--- config.mk ---
export PLATFORM = sky130hd
export DESIGN_NAME = cf_next_pc_unit
export DESIGN_NICKNAME = d
export VERILOG_FILES = /design/src/rtl/cf_pkg.sv /design/src/rtl/cf_decode.sv /design/src/rtl/cf_target.sv /design/src/rtl/cf_pc_reg.sv /design/src/rtl/cf_next_pc_unit.sv
export SDC_FILE = /design/constraint.sdc
export NUM_CORES = 1
export LEC_CHECK = 0
export ABC_AREA = 1
export BUFFER_PORTS_ARGS = -buffer_cell sky130_fd_sc_hd__buf_2
export CAP_MARGIN = 5
export CORE_MARGIN = 10
export CORE_UTILIZATION = 52
export CTS_CLUSTER_SIZE = 16
export DETAILED_ROUTE_END_ITERATION = 6
export PLACE_DENSITY = 0.8
export SYNTH_ARGS = -nofsm -noshare
export SYNTH_HDL_FRONTEND = slang
export SYNTH_SLANG_ARGS = --single-unit
--- constraint.sdc ---
create_clock -name clk_i -period 2.7 [get_ports clk_i]
set_clock_uncertainty 0.15 [all_clocks]
set_input_delay 0.27 -clock clk_i [delete_from_list [all_inputs] [get_ports clk_i]]
set_output_delay 0.27 -clock clk_i [all_outputs]
set_load 0.02 [all_outputs]
--- src/rtl/cf_pkg.sv ---
package cf_pkg;
  localparam logic [6:0] OPC_JAL    = 7'b1101111;
  localparam logic [6:0] OPC_JALR   = 7'b1100111;
  localparam logic [6:0] OPC_BRANCH = 7'b1100011;
  localparam logic [6:0] OPC_LUI    = 7'b0110111;

  typedef enum logic [2:0] {
    CF_SEQ,
    CF_BR,
    CF_JAL,
    CF_JALR,
    CF_LUI
  } cf_kind_e;

  typedef struct packed {
    cf_kind_e   kind;
    logic [4:0] rd;
  } cf_ctrl_t;
endpackage

--- src/rtl/cf_decode.sv ---
module cf_decode
  import cf_pkg::*;
#(
  parameter int XLEN = 64
) (
  input  logic [31:0]     instr_i,
  output cf_ctrl_t        ctrl_o,
  output logic [XLEN-1:0] imm_b_o,
  output logic [XLEN-1:0] imm_j_o,
  output logic [XLEN-1:0] imm_i_o,
  output logic [XLEN-1:0] imm_u_o
);
  localparam int BW = 13;
  localparam int JW = 21;
  localparam int IW = 12;
  localparam int UW = 32;

  logic [BW-1:0] raw_b;
  logic [JW-1:0] raw_j;
  logic [IW-1:0] raw_i;
  logic [UW-1:0] raw_u;

  // reassemble the scrambled fields; bit 0 is the implied halfword zero
  assign raw_b = {instr_i[31], instr_i[7], instr_i[30:25], instr_i[11:8], 1'b0};
  assign raw_j = {instr_i[31], instr_i[19:12], instr_i[20], instr_i[30:21], 1'b0};
  assign raw_i = instr_i[31:20];
  assign raw_u = {instr_i[31:12], 12'b0};

  assign imm_b_o = {{(XLEN-BW){raw_b[BW-1]}}, raw_b};
  assign imm_j_o = {{(XLEN-JW){raw_j[JW-1]}}, raw_j};
  assign imm_i_o = {{(XLEN-IW){raw_i[IW-1]}}, raw_i};
  assign imm_u_o = {{(XLEN-UW){raw_u[UW-1]}}, raw_u};

  always_comb begin
    ctrl_o.rd = instr_i[11:7];
    unique case (instr_i[6:0])
      OPC_JAL:    ctrl_o.kind = CF_JAL;
      OPC_JALR:   ctrl_o.kind = CF_JALR;
      OPC_BRANCH: ctrl_o.kind = CF_BR;
      OPC_LUI:    ctrl_o.kind = CF_LUI;
      default:    ctrl_o.kind = CF_SEQ;
    endcase
  end
endmodule

--- src/rtl/cf_target.sv ---
module cf_target
  import cf_pkg::*;
#(
  parameter int XLEN    = 64,
  parameter int INSTR_B = 4
) (
  input  logic [XLEN-1:0] pc_i,
  input  logic [XLEN-1:0] rs1_i,
  input  cf_kind_e        kind_i,
  input  logic            taken_i,
  input  logic [XLEN-1:0] imm_b_i,
  input  logic [XLEN-1:0] imm_j_i,
  input  logic [XLEN-1:0] imm_i_i,
  output logic [XLEN-1:0] next_pc_o,
  output logic [XLEN-1:0] link_o
);
  logic [XLEN-1:0] seq_pc;
  logic [XLEN-1:0] rel_off;
  logic [XLEN-1:0] rel_pc;
  logic [XLEN-1:0] ind_sum;
  logic [XLEN-1:0] ind_pc;

  assign seq_pc  = pc_i + XLEN'(INSTR_B);
  // one shared pc-relative adder for both layouts
  assign rel_off = (kind_i == CF_JAL) ? imm_j_i : imm_b_i;
  assign rel_pc  = pc_i + rel_off;
  assign ind_sum = rs1_i + imm_i_i;
  assign ind_pc  = {ind_sum[XLEN-1:1], 1'b0};

  always_comb begin
    unique case (kind_i)
      CF_JAL:  next_pc_o = rel_pc;
      CF_BR:   next_pc_o = taken_i ? rel_pc : seq_pc;
      CF_JALR: next_pc_o = ind_pc;
      default: next_pc_o = seq_pc;
    endcase
  end

  assign link_o = seq_pc;
endmodule

--- src/rtl/cf_pc_reg.sv ---
module cf_pc_reg #(
  parameter int              XLEN     = 64,
  parameter logic [XLEN-1:0] RESET_PC = '0
) (
  input  logic            clk_i,
  input  logic            rst_ni,
  input  logic            en_i,
  input  logic [XLEN-1:0] d_i,
  output logic [XLEN-1:0] q_o
);
  always_ff @(posedge clk_i or negedge rst_ni) begin
    if (!rst_ni)   q_o <= RESET_PC;
    else if (en_i) q_o <= d_i;
  end
endmodule

--- src/rtl/cf_next_pc_unit.sv ---
module cf_next_pc_unit
  import cf_pkg::*;
#(
  parameter int              XLEN     = 64,
  parameter logic [XLEN-1:0] RESET_PC = 64'h0000_0000_8000_0000
) (
  input  logic            clk_i,
  input  logic            rst_ni,
  input  logic            advance_i,
  input  logic [31:0]     instr_i,
  input  logic [XLEN-1:0] rs1_i,
  input  logic            br_taken_i,
  output logic [XLEN-1:0] pc_o,
  output logic [XLEN-1:0] next_pc_o,
  output logic [XLEN-1:0] link_o,
  output logic            link_we_o,
  output logic [4:0]      link_rd_o,
  output logic [XLEN-1:0] lui_o
);
  cf_ctrl_t        ctrl;
  logic [XLEN-1:0] imm_b, imm_j, imm_i;
  logic            is_link;

  cf_decode #(.XLEN(XLEN)) u_dec (
    .instr_i (instr_i),
    .ctrl_o  (ctrl),
    .imm_b_o (imm_b),
    .imm_j_o (imm_j),
    .imm_i_o (imm_i),
    .imm_u_o (lui_o)
  );

  cf_target #(.XLEN(XLEN), .INSTR_B(4)) u_tgt (
    .pc_i      (pc_o),
    .rs1_i     (rs1_i),
    .kind_i    (ctrl.kind),
    .taken_i   (br_taken_i),
    .imm_b_i   (imm_b),
    .imm_j_i   (imm_j),
    .imm_i_i   (imm_i),
    .next_pc_o (next_pc_o),
    .link_o    (link_o)
  );

  cf_pc_reg #(.XLEN(XLEN), .RESET_PC(RESET_PC)) u_pc (
    .clk_i  (clk_i),
    .rst_ni (rst_ni),
    .en_i   (advance_i),
    .d_i    (next_pc_o),
    .q_o    (pc_o)
  );

  assign is_link   = (ctrl.kind == CF_JAL) || (ctrl.kind == CF_JALR);
  // x0 is hard-wired zero: drop the write
  assign link_we_o = advance_i && is_link && (ctrl.rd != 5'd0);
  assign link_rd_o = ctrl.rd;
endmodule

==> impl_metrics.csv, run 1 <==
group,metric,value,unit
floorplanning,row_count,65,
global_routing,grt_pass1_wl,207,mm
yosys,ys_async_sr_fraction,1.00,
yosys,yosysSeqAreaShare,0.0948,
placement,io_buffers,349,
yosys,synthSimpleGateAreaFrac,0.493,
placement,place_hpwl,77.4,mm
yosys,netlist_top_cells_area,"nand2_1 26%, inv_1 12%, ha_1 9.5%, dfrtp_1 9.3%, nor2_1 7.4%",
yosys,synth_common_cells,"1186 x nand2_1, 527 x inv_1, 335 x nor2_1",
yosys,synth.most_common_cell,"nand2_1",
yosys,synthCells,3239,
yosys,ys_seq_elements,64,
global_routing,grt_overflow,2,
outcome,error,"[ERROR GRT-0116] Global routing finished with congestion. Check the congestion regions in the DRC Viewer.",
yosys,yosysWarnings,0,
floorplanning,initial_utilization,0.531,
cts,cts-root-buf,"clkbuf_16",
yosys,ys.flop_type,"dfrtp_1",
outcome,haltStage,"global routing (5_1_grt)",
placement,dp_cells,4611,
cts,htree_levels,3,
placement,gp_congestion,1.10,
yosys,synth_edf_count,0,
floorplanning,fp.dieH,200,µm
yosys,synthAdderAreaFrac,0.0971,
yosys,synth_top_family_by_area,"simple AND/OR/NAND/NOR gates",
yosys,synthesis.area,16900,µm²
yosys,synth_top_cell_by_area,"nand2_1",
global_routing,grt_pass1_vias,31900,
floorplanning,ioPinCount,362,
global_routing,grt_start_max_net_pins,65,
yosys,synth_xor_area_frac,0.0305,
cts,cts_made_buffers,9,
cts,cts.sinks,64,
floorplanning,die_w,200,µm
outcome,status,"did not finish",
global_routing,grt_usage,0.680,
yosys,avgSynthCellArea,5.22,µm²
yosys,synthMuxAreaShare,0,
yosys,synth_compound_area_frac,0.125,
yosys,synth.distinct_cells,49,
yosys,synth_top_cell_area_share,0.263,
cts,clockBufferDepth,2,
kinds of logic after synthesis:
group                    after synthesis
AO/OA/AOI/OAI                        374
XOR/XNOR                              58
AND/OR/NAND/NOR                     1968
adder cells (fa/ha/maj)              130
other                                  1
buffers and inverters                644
flip-flops                            64
what timing repair did:
| item | 4_1_cts |
|---|---|
| resized for setup | 653 |
| endpoints found under the setup margin | 147 |
| pin swaps | 191 |
| endpoints found under the hold margin | 63 |
| gates cloned | 1 |
| hold buffers | 1 |
| setup buffers | 96 |
per-layer routing:
layer / GRT usage / GRT overflow
met5: 0.337 / 0
met2: 0.830 / 1
met1: 0.661 / 0
met4: 0.615 / 1
met3: 0.596 / 0
per-stage QoR:
stage                     hold slack [ns]  setup slack [ns]  utilization  instance area [µm²]  setup TNS, ns
after floorplan                    -0.176            -0.180            -                17700          -3.47
after CTS                           0.169            -0.586        0.880                28000         -30.73
after global placement              0.180            -0.666        0.771                24500         -49.70
after detailed placement            0.186            -0.737        0.771                24500         -58.09
==> run 2: changes to the inputs <==
--- a/config.mk
+++ b/config.mk
@@ -9,10 +9,9 @@
 export BUFFER_PORTS_ARGS = -buffer_cell sky130_fd_sc_hd__buf_2
 export CAP_MARGIN = 5
 export CORE_MARGIN = 10
-export CORE_UTILIZATION = 52
-export CTS_CLUSTER_SIZE = 16
+export CORE_UTILIZATION = 40
 export DETAILED_ROUTE_END_ITERATION = 6
-export PLACE_DENSITY = 0.8
+export PLACE_DENSITY_LB_ADDON = 0.15
 export SYNTH_ARGS = -nofsm -noshare
 export SYNTH_HDL_FRONTEND = slang
 export SYNTH_SLANG_ARGS = --single-unit
==> constraint.sdc (replaced) <==
create_clock -name clk_i -period 3.5 [get_ports clk_i]
set_clock_uncertainty 0.15 [all_clocks]
set_input_delay 0.35 -clock clk_i [delete_from_list [all_inputs] [get_ports clk_i]]
set_output_delay 0.35 -clock clk_i [all_outputs]
set_load 0.02 [all_outputs]
==> impl_metrics.csv, run 2 <==
group,metric,value,unit
floorplanning,ioPinCount,362,
global_routing,grt_antenna_before_repair,0,
yosys,synthCells,3239,
timing,relSlewSlack,0.351,
timing,maxSlewViolCount,0,
worst_setup_path,end_kind,"output port",
cts,htree_levels,3,
yosys,synth_xor_area_frac,0.0305,
outcome,status,"finished with violations",
cts,cts.sinks,64,
cts,clockBufferDepth,2,
timing,finalSetupViolations,24,
outcome,violations,"setup timing",
cts,clkLatencyLatePin,0.39,ns
yosys,synth.most_common_cell,"nand2_1",
floorplanning,dieArea,50900,µm²
floorplanning,initial_utilization,0.404,
placement,place_hpwl,79.8,mm
timing,finalHoldViolations,0,
power_and_ir_drop,switchingPower,5.19,mW
finish,fin_nets,4036,
timing,fmaxAchievable,0.273,GHz
cts,cts_made_buffers,9,
finish,design_area,23600,µm²
routing,drt_iter0_markers,2370,
placement,dp_cells,4302,
routing,dr.pass1.iters,5,
worst_setup_path,path_class,"flop to output port",
cts,cts_tree,"built",
routing,route.final.wire_length,94.2,mm
cts,cts-root-buf,"clkbuf_16",
power_and_ir_drop,power_frac_comb,0.749,
timing,finalCriticalPeriod,3.66,ns
yosys,ys_seq_elements,64,
global_routing,grt_pass1_wl,135,mm
timing,worst_pin_slew,0.973,ns
worst_hold_path,worstHoldPathType,"flop to flop",
yosys,netlist_top_cells_area,"nand2_1 26%, inv_1 12%, ha_1 9.5%, dfrtp_1 9.3%, nor2_1 7.4%",
floorplanning,row_count,75,
timing,holdWs,0.383,ns
routing,drc_errors,0,
finish,regMostFlops,"u_pc.q_o",
yosys,synthMuxAreaShare,0,
worst_setup_path,cp.required,3.00,ns
yosys,synth_edf_count,0,
finish,instances_no_fill,4350,
placement,gp_congestion,1.04,
finish,largest_reg_flops,64,
yosys,synthSimpleGateAreaFrac,0.493,
yosys,synthAdderAreaFrac,0.0971,
finish,layout_common_cells,"1076 x nand2_1, 502 x inv_1, 307 x nor2_1",
yosys,synth_top_cell_by_area,"nand2_1",
yosys,synth.distinct_cells,49,
floorplanning,fp.dieH,226,µm
timing,fin_setup_tns,-1.06,ns
routing,vias,23100,
global_routing,grt_pass1_vias,21300,
timing,setup_ws,-0.158,ns
placement,dpl_cell_area,20800,µm²
flow_run,maxCapViolCount,0,
power_and_ir_drop,switching_share,0.557,
global_routing,grt_usage,0.353,
power_and_ir_drop,p_leak,13.1,nW
yosys,synth_compound_area_frac,0.125,
placement,io_buffers,349,
routing,routedWlPerCell,21.6,µm
floorplanning,core,41900,µm²
finish,final_layout_size_suffix_gt1_frac,0.286,
power_and_ir_drop,seq_power_share,0.134,
yosys,avgSynthCellArea,5.22,µm²
worst_setup_path,crit_arrival,3.16,ns
worst_setup_path,start_kind,"flop",
yosys,ys.flop_type,"dfrtp_1",
power_and_ir_drop,intPower,4.13,mW
yosys,synth_top_cell_area_share,0.263,
power_and_ir_drop,power.density,395,nW/µm²
yosys,ys_async_sr_fraction,1.00,
finish,area_growth,39.7,%
timing,rsz0062_at_grt,"true",
routing,drtAntennaViolNets,0,
power_and_ir_drop,clockPowerShare,0.117,
timing,period_share,1.05,
cts,clk_pin_slew_worst_paths,0.07,ns
finish,reg_top3,"u_pc.q_o x64",
yosys,synthesis.area,16900,µm²
power_and_ir_drop,peakVddDrop,0.000372,V
routing,avgViaCountPerCell,5.30,
global_routing,grt_overflow,0,
floorplanning,die_w,226,µm
yosys,synth_top_family_by_area,"simple AND/OR/NAND/NOR gates",
yosys,yosysSeqAreaShare,0.0948,
worst_setup_path,worstPathMaxFanout,6,
finish,layout_commonest_cell,"nand2_1",
yosys,synth_common_cells,"1186 x nand2_1, 527 x inv_1, 335 x nor2_1",
global_routing,grt_start_max_net_pins,63,
yosys,yosysWarnings,0,
finish,diodes,0,
run 2: final timing paths:
kind / from / endpoint / slack [ns] / cells after the start
setup / recovery: u_pc.q_o[5]$_DFFE_PN0P_ / next_pc_o[44] / -0.16 / 12
hold / removal: u_pc.q_o[31]$_DFFE_PN1P_ / u_pc.q_o[31]$_DFFE_PN1P_ / 0.38 / 2
setup reg to reg: u_pc.q_o[9]$_DFFE_PN0P_ / u_pc.q_o[40]$_DFFE_PN0P_ / 0.38 / 18
hold reg to reg: u_pc.q_o[31]$_DFFE_PN1P_ / u_pc.q_o[31]$_DFFE_PN1P_ / 0.38 / 2
max in group asynchronous: rst_ni / u_pc.q_o[44]$_DFFE_PN0P_ / 1.98 / 3
min in group asynchronous: rst_ni / u_pc.q_o[9]$_DFFE_PN0P_ / 0.47 / 2
run 2: cell families after synthesis:
group	count (synthesis)
AO/OA/AOI/OAI	374
AND/OR/NAND/NOR	1968
adder cells (fa/ha/maj)	130
XOR/XNOR	58
buffers and inverters	644
flip-flops	64
other	1
run 2: what timing repair did:
action	CTS	global route
cloned	0	1
setup buffers	15	17
gates resized for setup	264	326
hold endpoints to repair	28	0
hold buffers	1	0
setup endpoints to repair	56	55
pin swaps	64	94
run 2: power by group through the flow:
stage | Sequential (mW) | Combinational [mW] | Clock, mW
2_1_floorplan | 1.34 | 3.20 | 0
3_3_place_gp | 1.22 | 5.89 | 0
3_5_place_dp | 1.22 | 5.88 | 0
4_1_cts | 1.22 | 6.36 | 1.08
5_1_grt | 1.25 | 7.49 | 1.11
6_report | 1.25 | 6.98 | 1.09
run 2: per-layer routing:
layer / GRT usage / vias to the layer above / wire [µm]
li1: - / 11300 / -
met1: 0.461 / 10400 / 39900
met2: 0.528 / 1192 / 39200
met3: 0.0830 / 205 / 9400
met4: 0.190 / 0 / 5690
met5: 0 / - / 0
run 2: worst max-delay path, stage by stage (launching register included):
cell      delay, ns
dfrtp_1        0.52
inv_1          0.10
nor3_1         0.40
nand2_1        0.18
nor2_4         0.26
buf_4          0.17
nand3_1        0.08
nand2_1        0.07
nand2_1        0.25
o21ai_0        0.24
nand3b_1       0.22
and2_4         0.18
buf_6          0.11
run 2: cell type report:
type                            count  area (µm²)
Fill cell                        4546       18200
Multi-Input combinational cell   2543       14500
Timing Repair Buffer              650        4430
Inverter                          538        2020
Sequential cell                    64        1620
Tap cell                          539         674
Clock buffer                        9         225
Clock inverter                      7        95.1
run 2: metrics by stage:
stage / setup slack (ns) / total power [mW] / utilization
3_3_place_gp: -0.597 / 7.11 / 0.496
3_5_place_dp: -0.587 / 7.10 / 0.496
4_1_cts: -0.0619 / 8.66 / 0.532
6_report: -0.158 / 9.32 / 0.564
5_1_grt: -0.289 / 9.86 / 0.564
2_1_floorplan: 0.261 / 4.54 / -
Power figures use the tool's default switching activity.
==> run 3: changes to the inputs <==
==> constraint.sdc (replaced) <==
create_clock -name clk_i -period 3.4 [get_ports clk_i]
set_clock_uncertainty 0.15 [all_clocks]
set_input_delay 0.34 -clock clk_i [delete_from_list [all_inputs] [get_ports clk_i]]
set_output_delay 0.34 -clock clk_i [all_outputs]
set_load 0.02 [all_outputs]
==> impl_metrics.csv, run 3 (same netlist as run 2, synthesis figures left out) <==
group,metric,value,unit
finish,largest_reg_flops,64,
outcome,status,"finished with violations",
routing,drt_iter0_markers,2490,
timing,finalHoldViolations,0,
floorplanning,dieArea,50900,µm²
finish,layout_commonest_cell,"nand2_1",
flow_run,maxCapViolCount,0,
worst_setup_path,end_kind,"output port",
global_routing,grt_usage,0.364,
floorplanning,row_count,75,
cts,cts.sinks,64,
timing,period_share,1.07,
floorplanning,die_w,226,µm
timing,setup_ws,-0.231,ns
finish,layout_common_cells,"1037 x nand2_1, 496 x inv_1, 436 x buf_4",
global_routing,grt_overflow,0,
routing,avgViaCountPerCell,5.39,
global_routing,grt_antenna_before_repair,1,
finish,reg_top3,"u_pc.q_o x64",
finish,fin_nets,4212,
worst_setup_path,r2r_start,"u_pc.q_o[25]$_DFFE_PN0P_",
worst_setup_path,worstPathMaxFanout,8,
placement,place_hpwl,81.1,mm
worst_hold_path,holdPathStages,3,
routing,routedWlPerCell,21.9,µm
worst_setup_path,path_class,"input port to output port",
global_routing,grt_start_max_net_pins,44,
global_routing,grt_pass1_vias,22300,
power_and_ir_drop,power.density,398,nW/µm²
timing,maxSlewViolCount,0,
worst_setup_path,r2r_cells,21,
floorplanning,core,41900,µm²
finish,regMostFlops,"u_pc.q_o",
worst_setup_path,cp.required,2.91,ns
worst_setup_path,start_kind,"input port",
finish,fillers,4229,
routing,dr.pass1.iters,6,
timing,worst_pin_slew,0.921,ns
routing,route.final.wire_length,99.0,mm
placement,io_buffers,349,
floorplanning,ioPinCount,362,
placement,gp_congestion,1.05,
timing,holdWs,0.238,ns
timing,fin_setup_tns,-5.77,ns
timing,finalSetupViolations,46,
cts,cts-root-buf,"clkbuf_16",
cts,clk_pin_slew_worst_paths,0.06,ns
floorplanning,initial_utilization,0.404,
power_and_ir_drop,p_leak,14.3,nW
cts,cts_tree,"built",
finish,final_layout_size_suffix_gt1_frac,0.351,
routing,vias,24400,
timing,finalCriticalPeriod,3.63,ns
finish,final_core_util,0.622,
floorplanning,fp.dieH,226,µm
timing,relSlewSlack,0.386,
routing,drtAntennaViolNets,0,
routing,drc_errors,0,
cts,htree_levels,3,
timing,fmaxAchievable,0.275,GHz
worst_hold_path,worstHoldPathType,"input port to flop",
finish,area_growth,54.2,%
cts,cts_made_buffers,9,
power_and_ir_drop,peakVddDrop,0.000320,V
worst_setup_path,regToRegEndpoint,"u_pc.q_o[57]$_DFFE_PN0P_",
cts,clkLatencyLatePin,0.39,ns
worst_hold_path,worstHoldStart,"advance_i",
timing,rsz0062_at_grt,"true",
worst_setup_path,crit_arrival,3.14,ns
global_routing,grt_pass1_wl,139,mm
cts,clockBufferDepth,2,
outcome,violations,"setup timing",
worst_hold_path,whs_endpoint,"u_pc.q_o[27]$_DFFE_PN0P_",
worst_setup_path,r2r_setup_slack,-0.06,ns
[run 3: cell types whose count changed in the layout (fill, tap and decap cells not counted), moves of 10 or more]
cell and delta:
nand3_2 +12, nand3_1 -23, nand2_4 +16, nand2_2 +20, nand3_4 +11, o21ai_0 -11
a21oi_1 -12, nor2_2 +23, buf_2 -10, nor2_1 -29, buf_6 +35, nand2_1 -39
a21oi_2 +12, buf_4 +143
[run 3: what timing repair did]
action	4_1_cts	5_1_grt
pin swaps	144	162
setup endpoints to repair	58	70
buffers inserted	50	47
hold endpoints to repair	29	0
hold buffers	1	0
resized for setup	421	419
cloned	0	4
[run 3: worst max-delay path, stage by stage]
cell and delay (ns):
buf_6 0.09, nand2_2 0.06, inv_2 0.04, nand4_1 0.11
buf_6 0.14, inv_4 0.04, or2_4 0.30, o21ai_2 0.09
inv_2 0.08, ha_4 0.25, a21oi_4 0.18, buf_6 0.12
o21ai_4 0.05, nand2_2 0.06, nand2_2 0.05, nand3b_1 0.24
buf_6 0.18, nand2_4 0.07, nand3_2 0.08, nand3_2 0.11
nand3_2 0.12, and2_4 0.19, buf_6 0.12
[run 3: power breakdown]
group,total (mW),switching (mW),internal [mW]
logic,8.02,4.84,3.17
clock network,1.05,0.476,0.573
registers,1.30,0.366,0.932
[run 3: cell type report]
| class | count | area [µm²] | share of cell area |
|---|---|---|---|
| multi-input cells | 2542 | 15400 | 0.590 |
| clock inverters | 6 | 70.1 | 0.00269 |
| well taps | 539 | 674 | 0.0259 |
| repair buffers | 827 | 6040 | 0.232 |
| inverters | 538 | 2050 | 0.0787 |
| clock buffers | 10 | 229 | 0.00879 |
| flip-flops and latches | 64 | 1620 | 0.0623 |
| diodes | 1 | 2.50 | 0.0000961 |
[run 3: how the worst max path moves through the flow]
stage / from / endpoint / cells after the start
2_1_floorplan: instr_i[5] / next_pc_o[61] / 22
3_3_place_gp: instr_i[5] / next_pc_o[55] / 22
3_5_place_dp: instr_i[5] / next_pc_o[55] / 22
4_1_cts: instr_i[5] / next_pc_o[55] / 24
5_1_grt: instr_i[5] / u_pc.q_o[57]$_DFFE_PN0P_ / 28
6_report: instr_i[1] / next_pc_o[55] / 23
[run 3: per-layer routing]
layer,global-route usage,vias up,part of all wire
li1,-,11700,-
met1,0.458,11100,0.40
met3,0.0968,253,0.11
met2,0.558,1392,0.42
met5,0,-,0
met4,0.195,0,0.067
[run 3: metrics by stage]
stage	worst slack (ns)	cell area, µm²	instances	total power [mW]
3_5_place_dp	-0.602	21600	4412	7.58
2_1_floorplan	0.181	16900	3250	4.67
5_1_grt	-0.329	26100	4526	10.9
6_report	-0.231	26100	4527	10.4
4_1_cts	-0.170	23900	4477	9.39
3_3_place_gp	-0.574	21600	4412	7.58
